**src/rtl/irqw_pkg.sv**
```systemverilog
package irqw_pkg;
  localparam logic [7:0] OFF_SEL  = 8'h00;
  localparam logic [7:0] OFF_WIN  = 8'h10;
  localparam logic [7:0] IX_ID    = 8'h00;
  localparam logic [7:0] IX_VER   = 8'h01;
  localparam logic [7:0] IX_ARB   = 8'h02;
  localparam logic [7:0] IX_ENT   = 8'h10;
  localparam int         B_REMOTE = 14;
  localparam int         B_LEVEL  = 15;
  localparam int         B_MASK   = 16;
  localparam logic [63:0] ENT_RST = 64'h0000_0000_0001_0000;

  typedef enum logic [2:0] {
    K_ID, K_VER, K_ARB, K_ENT, K_BAD
  } kind_e;
endpackage

```
**src/rtl/irqw_decode.sv**
```systemverilog
module irqw_decode #(
  parameter int NPINS = 24,
  localparam int IDX_W = $clog2(NPINS)
) (
  input  logic [7:0]           sel_i,
  output irqw_pkg::kind_e      kind_o,
  output logic [IDX_W-1:0]     idx_o,
  output logic                 hi_o
);
  import irqw_pkg::*;
  logic [7:0] off;
  logic [6:0] num;

  always_comb begin
    off    = sel_i - IX_ENT;
    num    = off[7:1];
    hi_o   = sel_i[0];
    idx_o  = num[IDX_W-1:0];
    kind_o = K_BAD;
    if (sel_i == IX_ID)                              kind_o = K_ID;
    else if (sel_i == IX_VER)                        kind_o = K_VER;
    else if (sel_i == IX_ARB)                        kind_o = K_ARB;
    else if (sel_i >= IX_ENT && 32'(num) < NPINS)    kind_o = K_ENT;
  end
endmodule

```
**src/rtl/irqw_entry.sv**
```systemverilog
module irqw_entry (
  input  logic        clk_i,
  input  logic        rst_ni,
  input  logic        wr_lo_i,
  input  logic        wr_hi_i,
  input  logic [31:0] wdata_i,
  input  logic        remote_set_i,
  output logic [63:0] ent_o
);
  import irqw_pkg::*;
  logic [63:0] ent_q;

  always_ff @(posedge clk_i or negedge rst_ni) begin
    if (!rst_ni) ent_q <= ENT_RST;
    else begin
      if (remote_set_i) ent_q[B_REMOTE] <= 1'b1;
      if (wr_hi_i) ent_q[63:32] <= wdata_i;
      if (wr_lo_i) begin
        ent_q[31:0]     <= wdata_i;
        ent_q[B_REMOTE] <= 1'b0;  // low write always drops the flag
      end
    end
  end

  assign ent_o = ent_q;

  AST_LO_CLEARS_REMOTE: assert property (@(posedge clk_i) disable iff (!rst_ni)
    wr_lo_i |=> !ent_o[B_REMOTE]);
endmodule

```
**src/rtl/irq_window.sv**
```systemverilog
module irq_window #(
  parameter int          NPINS   = 24,
  parameter logic [7:0]  VERSION = 8'h11,
  localparam int         IDX_W   = $clog2(NPINS)
) (
  input  logic              clk_i,
  input  logic              rst_ni,
  input  logic [7:0]        addr_i,
  input  logic              wr_en_i,
  input  logic [31:0]       wdata_i,
  output logic [31:0]       rdata_o,
  input  logic [NPINS-1:0]  pend_i,
  input  logic [NPINS-1:0]  remote_set_i,
  output logic              upd_o,
  output logic [IDX_W-1:0]  upd_pin_o,
  output logic              svc_req_o,
  output logic [IDX_W-1:0]  svc_pin_o,
  output logic              mask_chg_o,
  output logic [IDX_W-1:0]  mask_pin_o,
  output logic              mask_val_o
);
  import irqw_pkg::*;

  logic [7:0]       sel_q;
  logic [3:0]       id_q;
  kind_e            kind;
  logic [IDX_W-1:0] idx;
  logic             hi;
  logic             win_wr, sel_wr, ent_wr;
  logic [NPINS-1:0] wr_lo, wr_hi;
  logic [63:0]      ents [NPINS];
  logic [63:0]      cur;
  logic [31:0]      win_rd;
  logic             new_level, new_mask;

  irqw_decode #(.NPINS(NPINS)) u_dec (
    .sel_i (sel_q),
    .kind_o(kind),
    .idx_o (idx),
    .hi_o  (hi)
  );

  assign sel_wr = wr_en_i && addr_i == OFF_SEL;
  assign win_wr = wr_en_i && addr_i == OFF_WIN;
  assign ent_wr = win_wr && kind == K_ENT;

  for (genvar p = 0; p < NPINS; p++) begin : g_ent
    assign wr_lo[p] = ent_wr && !hi && idx == IDX_W'(p);
    assign wr_hi[p] = ent_wr &&  hi && idx == IDX_W'(p);
    irqw_entry u_ent (
      .clk_i       (clk_i),
      .rst_ni      (rst_ni),
      .wr_lo_i     (wr_lo[p]),
      .wr_hi_i     (wr_hi[p]),
      .wdata_i     (wdata_i),
      .remote_set_i(remote_set_i[p]),
      .ent_o       (ents[p])
    );
  end

  assign cur = (kind == K_ENT) ? ents[idx] : '1;

  always_comb begin
    unique case (kind)
      K_VER:       win_rd = {8'h00, 8'(NPINS - 1), 8'h00, VERSION};
      K_ID, K_ARB: win_rd = {4'h0, id_q, 24'h0};
      K_ENT:       win_rd = hi ? cur[63:32] : cur[31:0];
      default:     win_rd = '1;
    endcase
    case (addr_i)
      OFF_SEL: rdata_o = {24'h0, sel_q};
      OFF_WIN: rdata_o = win_rd;
      default: rdata_o = '0;
    endcase
  end

  // level and mask live in the low half; a high write keeps them
  assign new_level = hi ? cur[B_LEVEL] : wdata_i[B_LEVEL];
  assign new_mask  = hi ? cur[B_MASK]  : wdata_i[B_MASK];

  always_ff @(posedge clk_i or negedge rst_ni) begin
    if (!rst_ni) begin
      sel_q      <= '0;
      id_q       <= '0;
      upd_o      <= 1'b0;
      upd_pin_o  <= '0;
      svc_req_o  <= 1'b0;
      svc_pin_o  <= '0;
      mask_chg_o <= 1'b0;
      mask_pin_o <= '0;
      mask_val_o <= 1'b0;
    end else begin
      if (sel_wr) sel_q <= wdata_i[7:0];
      if (win_wr && kind == K_ID) id_q <= wdata_i[27:24];
      upd_o      <= ent_wr;
      svc_req_o  <= ent_wr && new_level && pend_i[idx];
      mask_chg_o <= ent_wr && new_mask != cur[B_MASK];
      if (ent_wr) begin
        upd_pin_o  <= idx;
        svc_pin_o  <= idx;
        mask_pin_o <= idx;
        mask_val_o <= new_mask;
      end
    end
  end

  AST_ID_HOLD: assert property (@(posedge clk_i) disable iff (!rst_ni)
    !(win_wr && sel_q == IX_ID) |=> $stable(id_q));
  AST_SEL_HOLD: assert property (@(posedge clk_i) disable iff (!rst_ni)
    !(wr_en_i && addr_i == OFF_SEL) |=> $stable(sel_q));
  AST_ONE_ENTRY: assert property (@(posedge clk_i) disable iff (!rst_ni)
    $onehot0({wr_lo, wr_hi}));
  AST_SVC_AFTER_WR: assert property (@(posedge clk_i) disable iff (!rst_ni)
    svc_req_o |-> $past(wr_en_i && addr_i == OFF_WIN));
  AST_SVC_HAS_UPD: assert property (@(posedge clk_i) disable iff (!rst_ni)
    svc_req_o |-> upd_o && svc_pin_o == upd_pin_o);
  AST_MASK_AFTER_WR: assert property (@(posedge clk_i) disable iff (!rst_ni)
    mask_chg_o |-> $past(wr_en_i && addr_i == OFF_WIN));
endmodule

```
**config.mk**
```make
export PLATFORM = sky130hd
export DESIGN_NAME = irq_window
export DESIGN_NICKNAME = d
export VERILOG_FILES = /design/src/rtl/irqw_pkg.sv /design/src/rtl/irqw_decode.sv /design/src/rtl/irqw_entry.sv /design/src/rtl/irq_window.sv
export SDC_FILE = /design/constraint.sdc
export NUM_CORES = 2
export LEC_CHECK = 0
export ABC_CLOCK_PERIOD_IN_PS = 4500
export BUFFER_PORTS_ARGS = -buffer_cell sky130_fd_sc_hd__buf_2
export CAP_MARGIN = 20
export CORE_AREA = 3 3 402 404
export DETAILED_ROUTE_END_ITERATION = 6
export DIE_AREA = 0 0 405 407
export GPL_TIMING_DRIVEN = 0
export PLACE_DENSITY = 0.63
export SKIP_LAST_GASP = 1
export SYNTH_ARGS = -nofsm -noshare
export SYNTH_HDL_FRONTEND = slang
export SYNTH_SLANG_ARGS = --single-unit
```
**constraint.sdc**
```tcl
create_clock -name clk_i -period 4.5 [get_ports clk_i]
set_input_delay 0.9 -clock clk_i [delete_from_list [all_inputs] [get_ports clk_i]]
set_output_delay 0.9 -clock clk_i [all_outputs]
set_load 0.05 [all_outputs]
```
Word-level counts from Yosys, hierarchy flattened
Cells that the tools add are included.
Word-level totals
  register bits: 1557
  input bits: 91
  output and inout bits: 51
  word-level logic and storage cells: 266
Operators by class
  $add $sub $neg: 1
  magnitude comparators: 4
  equality and inequality tests: 30
  mux-type cells: 63
  bitwise gates (word level): 1
  reductions and logical operators: 88
Operators with widths (count)
  15-bit 2-to-1 mux: 24
  64-bit binary-select mux with 5-bit select: 1
  64-bit 2-to-1 mux: 3
  32-bit one-hot mux with 3 select lines: 1
  32-bit one-hot mux with 2 select lines: 1
  1-bit logical AND: 58
  2-bit nonzero test: 24
  5-bit by 4-bit equality test with 1-bit output, second input constant: 8
  5-bit equality test, second input constant: 8
  32-bit 2-to-1 mux: 1
  1-bit 2-to-1 mux: 27
  5-bit by 3-bit equality test with 1-bit output, second input constant: 4
  8-bit zero test: 2
  3-bit 2-to-1 mux: 4
  5-bit by 2-bit equality test with 1-bit output, second input constant: 2
  8-bit by 1-bit equality test with 1-bit output, second input constant: 1
  8-bit by 2-bit equality test with 1-bit output, second input constant: 1
  8-bit by 5-bit equality test with 1-bit output, second input constant: 1
  8-bit by 5-bit greater-or-equal comparator with 1-bit output, second input constant: 1
  8-bit by 5-bit subtractor with 8-bit output, second input constant: 1
  7-bit by 5-bit < comparator with 1-bit output, second input constant: 1
  3-bit by 2-bit equality test with 1-bit output, second input constant: 2
  6-bit greater-or-equal comparator, second input constant: 1
  5-bit by 6-bit < comparator with 1-bit output, second input constant: 1
  other kinds (9): 9

Depth between registers and ports, before layout
  word-level depth: 12
  mapped depth: 11
  depth with buffers taken out: 8

Hierarchy
Synthesis repeated with hierarchy kept, for this count alone.
Second synthesis, totals
  cell total of the unflattened synthesis: 4420
  area, all modules: 78610.4 um^2
By module, submodules not included
  irqw_entry: instances 24, cells an instance 136, area an instance 2686.3 um^2, seq. area each 1602.8 um^2
  irq_window: instances 1, cells an instance 1132, area an instance 13987.2 um^2, seq. area each 525.5 um^2
  irqw_decode: instances 1, cells an instance 24, area an instance 151.4 um^2, seq. area each 0.0 um^2

Worst setup path after synthesis
OpenSTA, ideal clock, no wires.
  path type: reg2out
  from: register sel_q[4]
  to: output rdata_o[15]
  arrival: 3.966 ns
  data required time: 3.600 ns
  path slack: -0.366 ns
  cell stages (with the launch flop): 10
  buffers on the path: 3
  cell sequence: dfrtp_1 > clkbuf_1 > inv_1 > ha_1 > clkbuf_1 > nor2b_1 > clkbuf_1 > nand3_1 > o211a_1 > o311ai_0
Between the ends
  word-level cells in the longest chain between the ends: 12
  elaborated cells between the ends (all ways): 24
  classes of those cells: add/sub: 1; order compare: 2; eq/ne: 5; mux: 11; bitwise: 1; reduce/logical: 4
RTL lines
  from (decl): RTL line irq_window.sv:24  | logic [7:0] sel_q;
  from (signal assigned): RTL line irq_window.sv:93  | if (sel_wr) sel_q <= wdata_i[7:0];
  8-bit by 5-bit subtractor with 8-bit output (*): RTL line irqw_decode.sv:15  | off = sel_i - IX_ENT;
  via idx[3]: RTL line irq_window.sv:27  | logic [IDX_W-1:0] idx;
  7-bit by 5-bit < comparator with 1-bit output: RTL line irqw_decode.sv:23  | else if (sel_i >= IX_ENT && 32'(num) < NPINS) kind_o = K_ENT;
  1-bit logical AND: RTL line irqw_decode.sv:23
  3-bit 2-to-1 mux: RTL line irqw_decode.sv:23
  3-bit 2-to-1 mux: RTL line irqw_decode.sv:22  | else if (sel_i == IX_ARB) kind_o = K_ARB;
  3-bit 2-to-1 mux: RTL line irqw_decode.sv:21  | else if (sel_i == IX_VER) kind_o = K_VER;
  3-bit 2-to-1 mux: RTL line irqw_decode.sv:20  | if (sel_i == IX_ID) kind_o = K_ID;
  3-bit by 2-bit equality test with 1-bit output: RTL line irq_window.sv:61, irq_window.sv:64
  64-bit 2-to-1 mux: RTL line irq_window.sv:61  | assign cur = (kind == K_ENT) ? ents[idx] : '1;
  32-bit 2-to-1 mux: RTL line irq_window.sv:67  | K_ENT: win_rd = hi ? cur[63:32] : cur[31:0];
  32-bit one-hot mux with 3 select lines (*): RTL line irq_window.sv:64  | unique case (kind)
  32-bit one-hot mux with 2 select lines (*): RTL line irq_window.sv:70  | case (addr_i)
  to (decl): RTL line irq_window.sv:11  | output logic [31:0] rdata_o,
The timed path passes the listed nets; every way through them passes the cells marked *. The select of a mux whose other input is x is not followed.

Worst setup path after layout
  from: register sel_q[3]
  to: output rdata_o[9]
Between the ends
  word-level cells in the longest chain between the ends: 12
  elaborated cells between the ends (all ways): 24
  classes of those cells: add/sub: 1; order compare: 2; eq/ne: 5; mux: 11; bitwise: 1; reduce/logical: 4
RTL lines (RTL line)
  8-bit by 5-bit subtractor with 8-bit output: irqw_decode.sv:15
  7-bit by 5-bit < comparator with 1-bit output: irqw_decode.sv:23
  1-bit logical AND: irqw_decode.sv:23
  3-bit 2-to-1 mux: irqw_decode.sv:23
  3-bit 2-to-1 mux: irqw_decode.sv:22
  3-bit 2-to-1 mux: irqw_decode.sv:21
  3-bit 2-to-1 mux: irqw_decode.sv:20
  3-bit by 2-bit equality test with 1-bit output: irq_window.sv:61, irq_window.sv:64
  64-bit 2-to-1 mux: irq_window.sv:61
  32-bit 2-to-1 mux: irq_window.sv:67
  32-bit one-hot mux with 3 select lines (*): irq_window.sv:64
  32-bit one-hot mux with 2 select lines (*): irq_window.sv:70
Every way passes the cells marked *; elsewhere a longest branch is shown, timed or not. The select of a mux whose other input is x is not followed.

==> results.py <==
metrics = {
    "clock_tree": {
        "clk_path_buf_depth": 3,
        "clk_latency_ns": 0.82,
        "root_buffer": "clkbuf_16",
        "clk_pin_slew_ns": 0.06,
        "numCtsBuffers": 166,
        "clock-sinks": 1557,
        "cts_tree": "built",
        "htreeDepth": 4,
    },
    "logic_synthesis": {
        "synth_edf_count": 0,
        "synth_warnings": 0,
        "async_flop_share_pct": 100.0,
        "synth.area.top_cells": "dfrtp_1 (54%), mux2_2 (24%), mux4_2 (11%)",
        "synthCells": 4646,
        "yosysTopAreaCell": "dfrtp_1",
        "syn-num-nets": 4739,
        "ys_ff_latch": 1557,
        "synth_area_per_cell_um2": 15.34,
        "synth.top_cell.area_share_pct": 53.83,
        "synth_flop_cell": "dfrtp_1",
        "yosysUniqueCellTypes": 60,
        "yosysSeqAreaShare_pct": 54.71,
        "syn_area_um2": 71260,
    },
    "grt": {
        "grt_pass1_vias": 46530,
        "antenna_found_initial": 18,
        "grt_overflow": 0,
        "grt_pass1_wl_mm": 369.1,
        "grt_max_degree": 165,
        "track_usage_pct": 32.41,
    },
    "floorplanning": {
        "coreArea_um2": 158200,
        "initial_utilization_pct": 45.05,
        "dieWidth_um": 405,
        "ios": 142,
        "rows": 146,
        "die-area_um2": 164800,
        "chipHeight_um": 407,
    },
    "timing": {
        "rsz0062_at_grt": "true",
        "min_period_ns": 4.534,
        "max_freq_mhz": 220.5,
        "setup_viol": 8,
        "final.setup.tns_ns": -0.1377,
        "slew-limit-headroom_pct": 11.81,
        "worst_pin_slew_ns": 1.323,
        "hold_viol_final": 0,
        "worst_slack_ns": -0.03442,
        "hold_ws_ns": 0.2420,
        "post-route-period-util_pct": 100.8,
        "slew_violations": 0,
        "finClkSkew_ns": 0.04166,
    },
    "finish": {
        "n_fill_cell": 13020,
        "nets": 5134,
        "drive_above_1_share_pct": 54.58,
        "postLayoutCellArea_um2": 84210,
        "synthToLayoutAreaGrowth_pct": 18.16,
        "final_common_cell": "mux2_2",
        "fin_cells": 7249,
        "most-common-layout-cells": "mux2_2 (1,549), dfrtp_1 (1,529), mux4_2 (357)",
    },
    "setup_path": {
        "crit_buf_inv": 8,
        "cpMostUsedCell": "buf_8",
        "critical-path-top-delay-family": "buffers and inverters",
        "worst-path-max-fanout": 10,
        "cp_slowest_cell": "dfrtp_2",
        "critical_path_arrival_ns": 3.63,
        "max_stage_delay_ns": 0.41,
        "r2r_end": "g_ent[15].u_ent.ent_o[61]$_DFFE_PN0P_",
        "cp-end-kind": "primary output",
        "cp_data_required_time_ns": 3.60,
        "reg2regPathDepth": 11,
        "r2r-start": "sel_q[4]$_DFFE_PN0P_",
        "cp-start-kind": "register",
        "worstPathCellList": "buf_8, buf_12, buf_8, clkbuf_8, buf_8, clkbuf_8, buf_8, nand2_1, a21oi_2, a21oi_4, o221ai_4, buf_6",
        "r2r_slack_ns": 0.23,
        "criticalPathCategory": "reg -> out",
    },
    "pwr": {
        "p_leak_nw": 40.47,
        "power_density_nw_per_um2": 358.4,
        "ir_drop_mv": 0.3362,
        "p_total_mw": 30.18,
    },
    "job": {
        "max-cap-violations": 0,
    },
    "place": {
        "place_congestion": 1.003,
        "dpl.hpwl_mm": 185.3,
        "io_buffers": 109,
        "dp.cells": 6863,
        "place_area_um2": 75100,
    },
    "detailed_routing": {
        "drtIter0Drc": 4862,
        "drcViolationCount": 0,
        "viasPerCell": 6.358,
        "firstDrtPassIters": 6,
        "wl_mm": 266.1,
        "ant_nets": 0,
        "vias": 46090,
        "post_drt_wl_per_cell_um": 36.70,
    },
    "outcome": {
        "outcome": "finished, violations left",
        "violations": "setup timing",
    },
    "min_path": {
        "hold_class": "in -> async",
    },
}
==> stage by stage <==
step | worst slack, ns | utilization [%]
floorplan | 0.1617 | -
global placement | -32.16 | 47.03
detailed placement | -1.866 | 47.47
CTS | -0.03601 | 52.83
global route | -0.07541 | 53.22
finish | -0.03442 | 53.23
==> where the power goes <==
part	switching (mW)	internal, mW	total (mW)
combinational	1.52	0.620	2.14
sequential	0.00847	14.0	14.0
clock	5.84	8.17	14.0
total	7.38	22.8	30.2
==> final cells by class <==
type | count | area, um^2 | share of cell area (%)
antenna | 7 | 17.52 | 0.02080
buffer | 467 | 3825 | 4.542
clock buffer | 259 | 5021 | 5.963
clock inverter | 38 | 499.2 | 0.5929
inverter | 6 | 38.79 | 0.04606
multi-input combinational | 2613 | 31040 | 36.86
sequential | 1557 | 39000 | 46.31
tap | 2072 | 2592 | 3.079
timing repair buffer | 230 | 2175 | 2.582
==> sequential cells by signal (all words and copies together) (netlist names) <==
signal,flops
g_ent.u_ent.ent_o,1536
mask_val_o,1
svc_req_o,1
id_q,4
sel_q,8
mask_pin_o,5
mask_chg_o,1
upd_o,1
==> worst max path at each step <==
stage	start	end	cells after the start
2_1_floorplan	sel_q[4]$_DFFE_PN0P_	rdata_o[31]	10
3_3_place_gp	rst_ni	g_ent[22].u_ent.ent_o[2]$_DFFE_PN0P_	1
3_5_place_dp	sel_q[4]$_DFFE_PN0P_	rdata_o[14]	11
4_1_cts	sel_q[2]$_DFFE_PN0P_	rdata_o[27]	10
5_1_grt	sel_q[1]$_DFFE_PN0P_	rdata_o[29]	10
6_report	sel_q[3]$_DFFE_PN0P_	rdata_o[9]	12
==> kinds of logic (layout without fill, tap and decap cells) <==
kind of cell	count (synthesis)	count (layout)	share of synthesized area, %
multiplexers	2025	2025	37.45
other	0	7	0
adder cells (fa/ha/maj)	2	2	0.03511
XOR/XNOR	1	1	0.01229
AND/OR/NAND/NOR	298	298	1.954
buffers and inverters	476	1000	2.948
flip-flops	1557	1557	54.71
AO/OA/AOI/OAI	287	287	2.888
==> per-layer routing <==
metal / part of all wire (%) / vias up / GRT usage (%) / wire length, um
met5: 0.085 / - / 0.8921 / 226
met4: 5.8 / 11 / 15.57 / 15360
met3: 11 / 623 / 12.04 / 29800
met2: 43 / 2206 / 47.53 / 114900
met1: 40 / 25140 / 42.51 / 105800
li1: - / 18110 / - / -
==> synthesized netlist by cell type (6+ instances only) <==
library cell / n
a211oi_1: 18
a21o_1: 12
a21oi_1: 38
a221oi_1: 26
a22o_1: 15
a22oi_1: 46
a31o_2: 10
a31oi_1: 18
a32oi_1: 6
and2_1: 7
and3_1: 6
buf_1: 60
buf_2: 180
buf_4: 23
clkbuf_1: 205
dfrtp_1: 1533
dfstp_2: 24
mux2_1: 10
mux2_2: 1549
mux2i_1: 109
mux4_2: 357
nand2_1: 171
nand3_1: 15
nand4_1: 9
nor2_1: 45
nor2b_1: 14
nor3_1: 9
o21a_1: 24
o21ai_0: 27
o22ai_1: 21
==> timing repair <==
action,in CTS,in global routing
cloned,1,2
setup endpoints to repair,49,32
pin swaps,14,11
buffers inserted,54,28
hold buffers,0,0
resized for setup,600,82
(Power assumes the default switching activity.)
